--- src/rtl/ptc_pkg.sv ---
package ptc_pkg;
  localparam int BYTE_W = 8;
  localparam int SEL_W  = 3;
  localparam int ADDR_W = 2;
  // control register: [SEL_W-1:0] divide select, [CLR_BIT] counter reset
  localparam int CLR_BIT = 7;

  typedef enum logic [ADDR_W-1:0] {
    REG_CTRL   = 2'd0,
    REG_CNT_HI = 2'd1,
    REG_CNT_LO = 2'd2,
    REG_SPARE  = 2'd3
  } reg_addr_e;
endpackage

--- src/rtl/ptc_prescaler.sv ---
module ptc_prescaler #(
  parameter int SEL_W = 3
) (
  input  logic             clk,
  input  logic             rst_n,
  input  logic             restart,
  input  logic [SEL_W-1:0] sel,
  output logic             tick
);
  localparam int DIV_W = (1 << SEL_W) - 2;

  logic [DIV_W-1:0] phase;

  // due when the low 'sel' bits of the phase are all ones; all-ones select stops
  function automatic logic tick_due(input logic [SEL_W-1:0] s, input logic [DIV_W-1:0] p);
    logic [DIV_W-1:0] mask;
    if (s == {SEL_W{1'b1}}) return 1'b0;
    mask = '0;
    for (int i = 0; i < DIV_W; i++)
      if (i < int'(s)) mask[i] = 1'b1;
    return (p & mask) == mask;
  endfunction

  always_ff @(posedge clk) begin
    if (!rst_n)       phase <= '0;
    else if (restart) phase <= '0;
    else              phase <= phase + DIV_W'(1);
  end

  always_comb tick = tick_due(sel, phase);

  // a dividing ratio never yields two enables in a row
  assert_tick_spacing_R2: assert property (@(posedge clk) disable iff (!rst_n)
    ($past(rst_n) && $past(tick) && !$past(restart) && $stable(sel) && sel != '0) |-> !tick);
endmodule

--- src/rtl/ptc_counter.sv ---
module ptc_counter #(
  parameter int CNT_W = 16
) (
  input  logic             clk,
  input  logic             rst_n,
  input  logic             clr,
  input  logic             tick,
  output logic [CNT_W-1:0] count,
  output logic             ovf
);
  logic wrap_evt;

  function automatic logic [CNT_W-1:0] next_value(input logic [CNT_W-1:0] c);
    return c + CNT_W'(1);
  endfunction

  assign wrap_evt = tick && !clr && (count == {CNT_W{1'b1}});

  always_ff @(posedge clk) begin
    if (!rst_n) begin
      count <= '0;
      ovf   <= 1'b0;
    end else begin
      ovf <= wrap_evt;
      if (clr)       count <= '0;
      else if (tick) count <= next_value(count);
    end
  end

  assert_step_R2: assert property (@(posedge clk) disable iff (!rst_n)
    ($past(rst_n) && $past(tick) && !$past(clr)) |-> count == $past(count) + CNT_W'(1));
  assert_hold_R3: assert property (@(posedge clk) disable iff (!rst_n)
    ($past(rst_n) && !$past(tick) && !$past(clr)) |-> $stable(count));
  assert_clear_R8: assert property (@(posedge clk) disable iff (!rst_n)
    ($past(rst_n) && $past(clr)) |-> count == '0);
  assert_ovf_pulse_R9: assert property (@(posedge clk) disable iff (!rst_n)
    ovf |-> (count == '0));
endmodule

--- src/rtl/ptc_readlatch.sv ---
module ptc_readlatch #(
  parameter int BYTE_W = 8
) (
  input  logic              clk,
  input  logic              rst_n,
  input  logic              clr,
  input  logic              rd_hi,
  input  logic              rd_lo,
  input  logic [BYTE_W-1:0] live_lo,
  output logic [BYTE_W-1:0] lo_view,
  output logic              held
);
  logic [BYTE_W-1:0] snap;

  always_ff @(posedge clk) begin
    if (!rst_n) begin
      held <= 1'b0;
      snap <= '0;
    end else if (clr || rd_lo) begin
      held <= 1'b0;
    end else if (rd_hi && !held) begin
      held <= 1'b1;
      snap <= live_lo;
    end
  end

  assign lo_view = held ? snap : live_lo;

  assert_capture_R5: assert property (@(posedge clk) disable iff (!rst_n)
    ($past(rst_n) && $past(rd_hi) && !$past(held) && !$past(clr)) |-> (held && lo_view == $past(live_lo)));
  assert_frozen_R6: assert property (@(posedge clk) disable iff (!rst_n)
    ($past(held) && held) |-> $stable(snap));
  assert_release_R8: assert property (@(posedge clk) disable iff (!rst_n)
    ($past(rst_n) && $past(clr)) |-> !held);
endmodule

--- src/rtl/ptc_timer.sv ---
module ptc_timer
  import ptc_pkg::*;
(
  input  logic              clk,
  input  logic              rst_n,
  input  logic              wr_en,
  input  logic              rd_en,
  input  logic [ADDR_W-1:0] addr,
  input  logic [BYTE_W-1:0] wdata,
  output logic [BYTE_W-1:0] rdata,
  output logic              overflow
);
  localparam int CNT_W = 2 * BYTE_W;

  logic [SEL_W-1:0]  sel_q;
  logic              wr_ctrl, clr_pulse, rd_hi, rd_lo, tick, held;
  logic [CNT_W-1:0]  count;
  logic [BYTE_W-1:0] lo_view;
  logic              ctrl_unused_bits;

  assign wr_ctrl          = wr_en && (addr == REG_CTRL);
  assign clr_pulse        = wr_ctrl && wdata[CLR_BIT];
  assign rd_hi            = rd_en && (addr == REG_CNT_HI);
  assign rd_lo            = rd_en && (addr == REG_CNT_LO);
  assign ctrl_unused_bits = ^wdata[CLR_BIT-1:SEL_W];

  always_ff @(posedge clk) begin
    if (!rst_n)       sel_q <= '0;
    else if (wr_ctrl) sel_q <= wdata[SEL_W-1:0];
  end

  ptc_prescaler #(.SEL_W(SEL_W)) u_div (
    .clk(clk), .rst_n(rst_n), .restart(clr_pulse), .sel(sel_q), .tick(tick)
  );

  ptc_counter #(.CNT_W(CNT_W)) u_cnt (
    .clk(clk), .rst_n(rst_n), .clr(clr_pulse), .tick(tick), .count(count), .ovf(overflow)
  );

  ptc_readlatch #(.BYTE_W(BYTE_W)) u_lat (
    .clk(clk), .rst_n(rst_n), .clr(clr_pulse), .rd_hi(rd_hi), .rd_lo(rd_lo),
    .live_lo(count[BYTE_W-1:0]), .lo_view(lo_view), .held(held)
  );

  always_comb begin
    case (reg_addr_e'(addr))
      REG_CTRL:   rdata = BYTE_W'(sel_q);
      REG_CNT_HI: rdata = count[CNT_W-1:BYTE_W];
      REG_CNT_LO: rdata = lo_view;
      default:    rdata = '0;
    endcase
  end

  assert_hold_writes_R4: assert property (@(posedge clk) disable iff (!rst_n)
    ($past(rst_n) && $past(wr_en) && $past(addr) != REG_CTRL && !$past(tick)) |-> $stable(count));
  assert_held_after_hi_R5: assert property (@(posedge clk) disable iff (!rst_n)
    ($past(rst_n) && $past(rd_hi) && !$past(clr_pulse)) |-> held);
endmodule

--- config.mk ---
export PLATFORM = sky130hd
export DESIGN_NAME = ptc_timer
export DESIGN_NICKNAME = d
export VERILOG_FILES = /design/src/rtl/ptc_pkg.sv /design/src/rtl/ptc_prescaler.sv /design/src/rtl/ptc_counter.sv /design/src/rtl/ptc_readlatch.sv /design/src/rtl/ptc_timer.sv
export SDC_FILE = /design/constraint.sdc
export NUM_CORES = 1
export LEC_CHECK = 0
export CAP_MARGIN = 20
export CORE_MARGIN = 2
export CORE_UTILIZATION = 40
export CTS_CLUSTER_SIZE = 28
export DETAILED_ROUTE_END_ITERATION = 10
export SETUP_SLACK_MARGIN = 0.02
export SLEW_MARGIN = 20
export SYNTH_ARGS = -nofsm -noshare
export SYNTH_HDL_FRONTEND = slang
export SYNTH_SLANG_ARGS = --single-unit
--- constraint.sdc ---
create_clock -name clk -period 3.15 [get_ports clk]
set_input_delay 0.4725 -clock clk [delete_from_list [all_inputs] [get_ports clk]]
set_output_delay 0.4725 -clock clk [all_outputs]
set_load 0.05 [all_outputs]
* Word level (Yosys, flattened, before mapping) *
Index checks and enable logic that the tools add are counted.

cells by class
  $add $sub $neg = 2
  multiply operators = 0
  divide/modulo/power cells = 0
  order comparisons = 6
  equality and inequality tests = 5
  shift-type cells = 0
  mux-type cells = 17
  bitwise gates (word level) = 3
  reductions and logical operators = 14

operator list
  kind                                                       count
  case mux 8 bit (3 select lines)                            1
  adder 16 x 1 -> 16 bit, second input constant              1
  equality test 16 bit, second input constant                1
  2-to-1 mux 1 bit                                           15
  2-to-1 mux 8 bit                                           1
  logical AND 1 bit                                          7
  adder 6 x 1 -> 6 bit, second input constant                1
  AND 6 bit                                                  1
  equality test 6 bit                                        1
  less-than comparator 1 x 3 -> 1 bit, first input constant  2
  less-than comparator 2 x 3 -> 1 bit, first input constant  2
  less-than comparator 3 bit, first input constant           2
  OR reduction 2 bit                                         2
  equality test 3 bit, second input constant                 1
  equality test 2 x 1 -> 1 bit, second input constant        1
  equality test 2 bit, second input constant                 1
  zero test 1 bit                                            2
  zero test 2 bit                                            1
  inverter 1 bit                                             2
  AND reduction 2 bit                                        1
  logical OR 1 bit                                           1

word-level totals
  register bits after elaboration = 35
  bits in latches = 0
  RAM bits = 0
  ROM bits = 0
  input port bits = 14
  output and inout port bits = 9
  logic and storage cells = 53
  memories = 0

* Logic depth before layout (Yosys ltp) *
  depth in word-level cells = 8
  gate-level depth with buffers = 7
  depth with buffers taken out = 5

* Modules after synthesis *
A second synthesis with hierarchy kept.

unflattened totals
  cells, all modules = 200
  area total of the unflattened synthesis = 1,815.5 µm²

modules (own cells, without submodules)
  module         times used  cells an instance  area each (µm²)  seq. area each (µm²)
  ptc_counter    1           89                 763.2            340.3
  ptc_readlatch  1           48                 476.7            180.2
  ptc_prescaler  1           32                 294.0            120.1
  ptc_timer      1           31                 281.5            60.1

* Worst setup path before layout *
Ideal clock, no wire load.

  kind = input-to-output
  start point = input port addr[0]
  end point = output port rdata[3]
  arrival = 1.976 ns
  required time = 2.677 ns
  path slack = 0.701 ns
  cell stages on the path = 3
  buffers on the path = 1
  cell sequence = buf_2 -> nand2b_1 -> o21ai_0

between the ends
  longest elaborated chain between the ends = 2
  elaborated cells between the ends (all ways) = 4
  those cells by class = eq/ne (2); mux (1); reduce/logical (1)

ends and longest elaborated chain
  item                                         line             text
  from (decl)                                  ptc_timer.sv:8   input logic [ADDR_W-1:0] addr,
  equality test 2 bit (tied with other cells)  ptc_timer.sv:46  case (reg_addr_e'(addr))
  case mux 8 bit (3 select lines) (*)          ptc_timer.sv:46
  to (decl)                                    ptc_timer.sv:10  output logic [BYTE_W-1:0] rdata,

Mark *: on every way between the ends. The rest lies on a longest branch, timed or not.

* Worst setup path in the final report *
Ends and elaborated chain as after synthesis.

==> summary.txt <==
Final TNS setup -> 0 ns
Post-Synthesis Cells -> 193
Fin crit share -> 79.7%
#FFs+latches synth -> 35
Status -> finished clean
First-pass GRT wire length -> 6890 um
All-Layer GR Usage -> 17.7%
Reg clk slew, reported paths -> 0.06 ns
R2R Setup Slk -> 1.06 ns
Layout cells sized above 1 -> 9.95%
Crit Path Class -> in -> out
Multi-input gate area -> 1010 sq um
Top Ports -> 23
Routed Antenna Nets -> 0
Post-CTS setup buffer count -> 0
Iter 0 DRT Violations -> 129
FF-to-FF path depth -> 5
Critical Path RT -> 2.68 ns
Worst path arrival time -> 2.04 ns
Yosys Warn Count -> 0
Register Area -> 701 sq um
Min Tclk post-route -> 2.51 ns
Final cell count without fillers -> 263
Hold-fix buffers, CTS -> 0
Critical Path End Type -> output port
Top Metal Used -> met4
RSZ-0062 raised after global routing -> false
CTS Buf Count -> 5
Top post-synthesis cells by area -> dfxtp_1, mux2i_1, nor2b_1
PortBufs -> 18
Total grt overflow -> 0
LEAKAGE -> 0.708 nW
Top delay family on crit path -> buffers and inverters
DP Wirelength -> 2980 um
Maximum vdd drop -> 0.219 mV
Cell area after layout -> 2050 sq um
DRT met1 WL -> 1790 um
Initial Util -> 41.1%
Met2 wire length -> 1980 um
Clk_lat worst skew -> 0.29 ns
Post-synth top flop -> dfxtp_1
Hold/Removal Path Class -> reg -> reg
# H-tree levels -> 2
Stages on the worst setup path -> 5
CP cell instances -> clkdlybuf4s50_1, nor2b_1, nand2_1, o21ai_0, buf_4
Syn-to-layout area delta -> 15.9%
Seq/Total Area, Yosys -> 39.7%
Cell taking the most area after synthesis -> dfxtp_1
Post-CTS Resized -> 0
Max-slew headroom at the worst pin -> 61.4%
Maxcap violations -> 0
Worst setup endpoint -> rdata[3]
Row count -> 24
Global placer's final weighted congestion -> 0.806
Least-Margin Pin Slew -> 0.578 ns
Critical Path Start -> addr[0]
Syn avg cell area -> 9.15 sq um
Vias -> 1486
Initial antenna violation count -> 0
Nets -> 227
Die area -> 4960 sq um
Clock sinks -> 35
Worst r2r src -> u_div.phase[1]$_SDFF_PP0_
Die X -> 70.4 um
Dpl cells -> 256
Diode count -> 0
WP buf/inv -> 2
FILL cells -> 417
CTS tree -> built
Vias in the first global route -> 1490
Fin worst setup slack -> 0.638 ns
Vias per Instance -> 5.65
Mapped cell area -> 1770 sq um
Drt first pass iters -> 4
Final wirelength -> 4050 um
Met3 wire length -> 140 um
Max frequency -> 0.398 GHz
CORE AREA -> 4290 sq um
Clock Tree Root -> clkbuf_8
Max stage delay cell, worst path -> clkdlybuf4s50_1
DR WL/cell -> 15.4 um
Worst setup SP type -> input pin
Worst r2r dst -> u_cnt.count[9]$_SDFFE_PP0P_
Die Ht -> 70.4 um
Crit-path max FO -> 8
Pin count of the biggest net entering global routing -> 22
Finished Core Util -> 47.7%
Place WS -> 0.549 ns
CP peak stage delay -> 0.66 ns
Post-synth ARST share -> 0%
Power Dens Cells -> 437 nW/um^2
Worst hold slack -> 0.506 ns
Clk_skew -> 0.00912 ns
Total power -> 895 uW
Post-synth EDFFs -> 0
Final hold vios -> 0
Synth unique cells -> 36
Placed Area -> 1960 sq um
Syn Nets -> 209
Number of max-slew violations in the final report -> 0
DRC errors left -> 0
# setup viols final -> 0
Synth top area share -> 39.7%
Worst-case clock buffer depth -> 2
per-layer routing:
metal | vias up | GRT usage, %
met1 | 698 | 20.8
li1 | 739 | -
met3 | 13 | 3.75
met4 | 0 | 10.5
met5 | - | 0
met2 | 36 | 29.2
kinds of logic (layout without fill, tap and decap cells):
kind of cell	after synthesis	count (layout)	share of synthesized area, %
buffers and inverters	11	29	3.05
adders and majority gates	2	2	1.42
and+or+nand+nor	84	84	26.7
AOI/OAI and AO/OA	29	29	11.6
muxes	23	23	13.0
DFF	35	35	39.7
xor gates and xnor gates	9	9	4.47
cell usage in the layout (no fill, tap or decap):
cell | netlist | final
o31ai_1 | 5 | 5
and2_1 | 1 | 1
and4_1 | 3 | 3
clkinv_2 | 0 | 1
nand2_1 | 17 | 17
o31a_1 | 1 | 1
and3b_1 | 1 | 1
mux2i_1 | 23 | 23
nor2b_1 | 12 | 12
o22ai_1 | 3 | 3
nand4_1 | 6 | 6
nand2b_1 | 3 | 3
clkbuf_8 | 0 | 6
nor3b_2 | 1 | 1
buf_4 | 0 | 10
xor2_1 | 6 | 6
and3_1 | 3 | 3
dfxtp_1 | 35 | 35
o21a_1 | 1 | 1
clkdlybuf4s50_1 | 0 | 10
nand3_2 | 1 | 1
o211ai_1 | 4 | 4
nand3_1 | 9 | 9
o2bb2ai_1 | 1 | 1
or4_1 | 9 | 9
nor2_1 | 14 | 14
a21oi_1 | 7 | 7
inv_1 | 2 | 2
o21ai_0 | 5 | 5
nor2b_2 | 1 | 1
nor4_1 | 2 | 2
nand3b_1 | 1 | 1
xnor2_1 | 3 | 3
o311ai_4 | 1 | 1
ha_1 | 2 | 2
a21boi_0 | 1 | 1
state kept, by name, summed over array words and instances, names as in the netlist:
signal and flops:
u_div.phase 6, sel_q 3, u_cnt.count 16, u_lat.snap 8, u_cnt.ovf 1, u_lat.held 1
cell usage after synthesis (3+ instances only):
cell / n
or4_1: 9
nor2b_1: 12
clkbuf_1: 3
nand2b_1: 3
o21ai_0: 5
mux2i_1: 23
a21oi_1: 7
xor2_1: 6
buf_2: 4
xnor2_1: 3
nand2_1: 17
o211ai_1: 4
nand4_1: 6
o31ai_1: 5
and3_1: 3
dfxtp_1: 35
and4_1: 3
nand3_1: 9
o22ai_1: 3
nor2_1: 14
power by group:
part	leakage (nW)	switching, mW	internal (mW)
Clock	0.0470	0.152	0.171
Combinational	0.378	0.0538	0.0424
Sequential	0.283	0.0202	0.455
worst min-delay path by stage:
stage	from	endpoint	slack [ns]	cells past startpoint
2_1_floorplan	u_div.phase[0]$_SDFF_PP0_	u_div.phase[0]$_SDFF_PP0_	0.44	1
3_3_place_gp	u_div.phase[0]$_SDFF_PP0_	u_div.phase[0]$_SDFF_PP0_	0.47	1
3_5_place_dp	u_cnt.count[14]$_SDFFE_PP0P_	u_cnt.count[14]$_SDFFE_PP0P_	0.50	2
4_1_cts	u_cnt.count[14]$_SDFFE_PP0P_	u_cnt.count[14]$_SDFFE_PP0P_	0.51	2
5_1_grt	u_cnt.count[14]$_SDFFE_PP0P_	u_cnt.count[14]$_SDFFE_PP0P_	0.54	2
6_report	u_div.phase[0]$_SDFF_PP0_	u_div.phase[0]$_SDFF_PP0_	0.51	1
final cells by class:
type / count / area share, %
Clock inverter: 1 / 0.244
Inverter: 2 / 0.367
Timing Repair Buffer: 20 / 8.56
Sequential cell: 35 / 34.2
Multi-Input combinational cell: 147 / 49.4
Tap cell: 52 / 3.18
Clock buffer: 6 / 4.03
(Power assumes the default switching activity.)
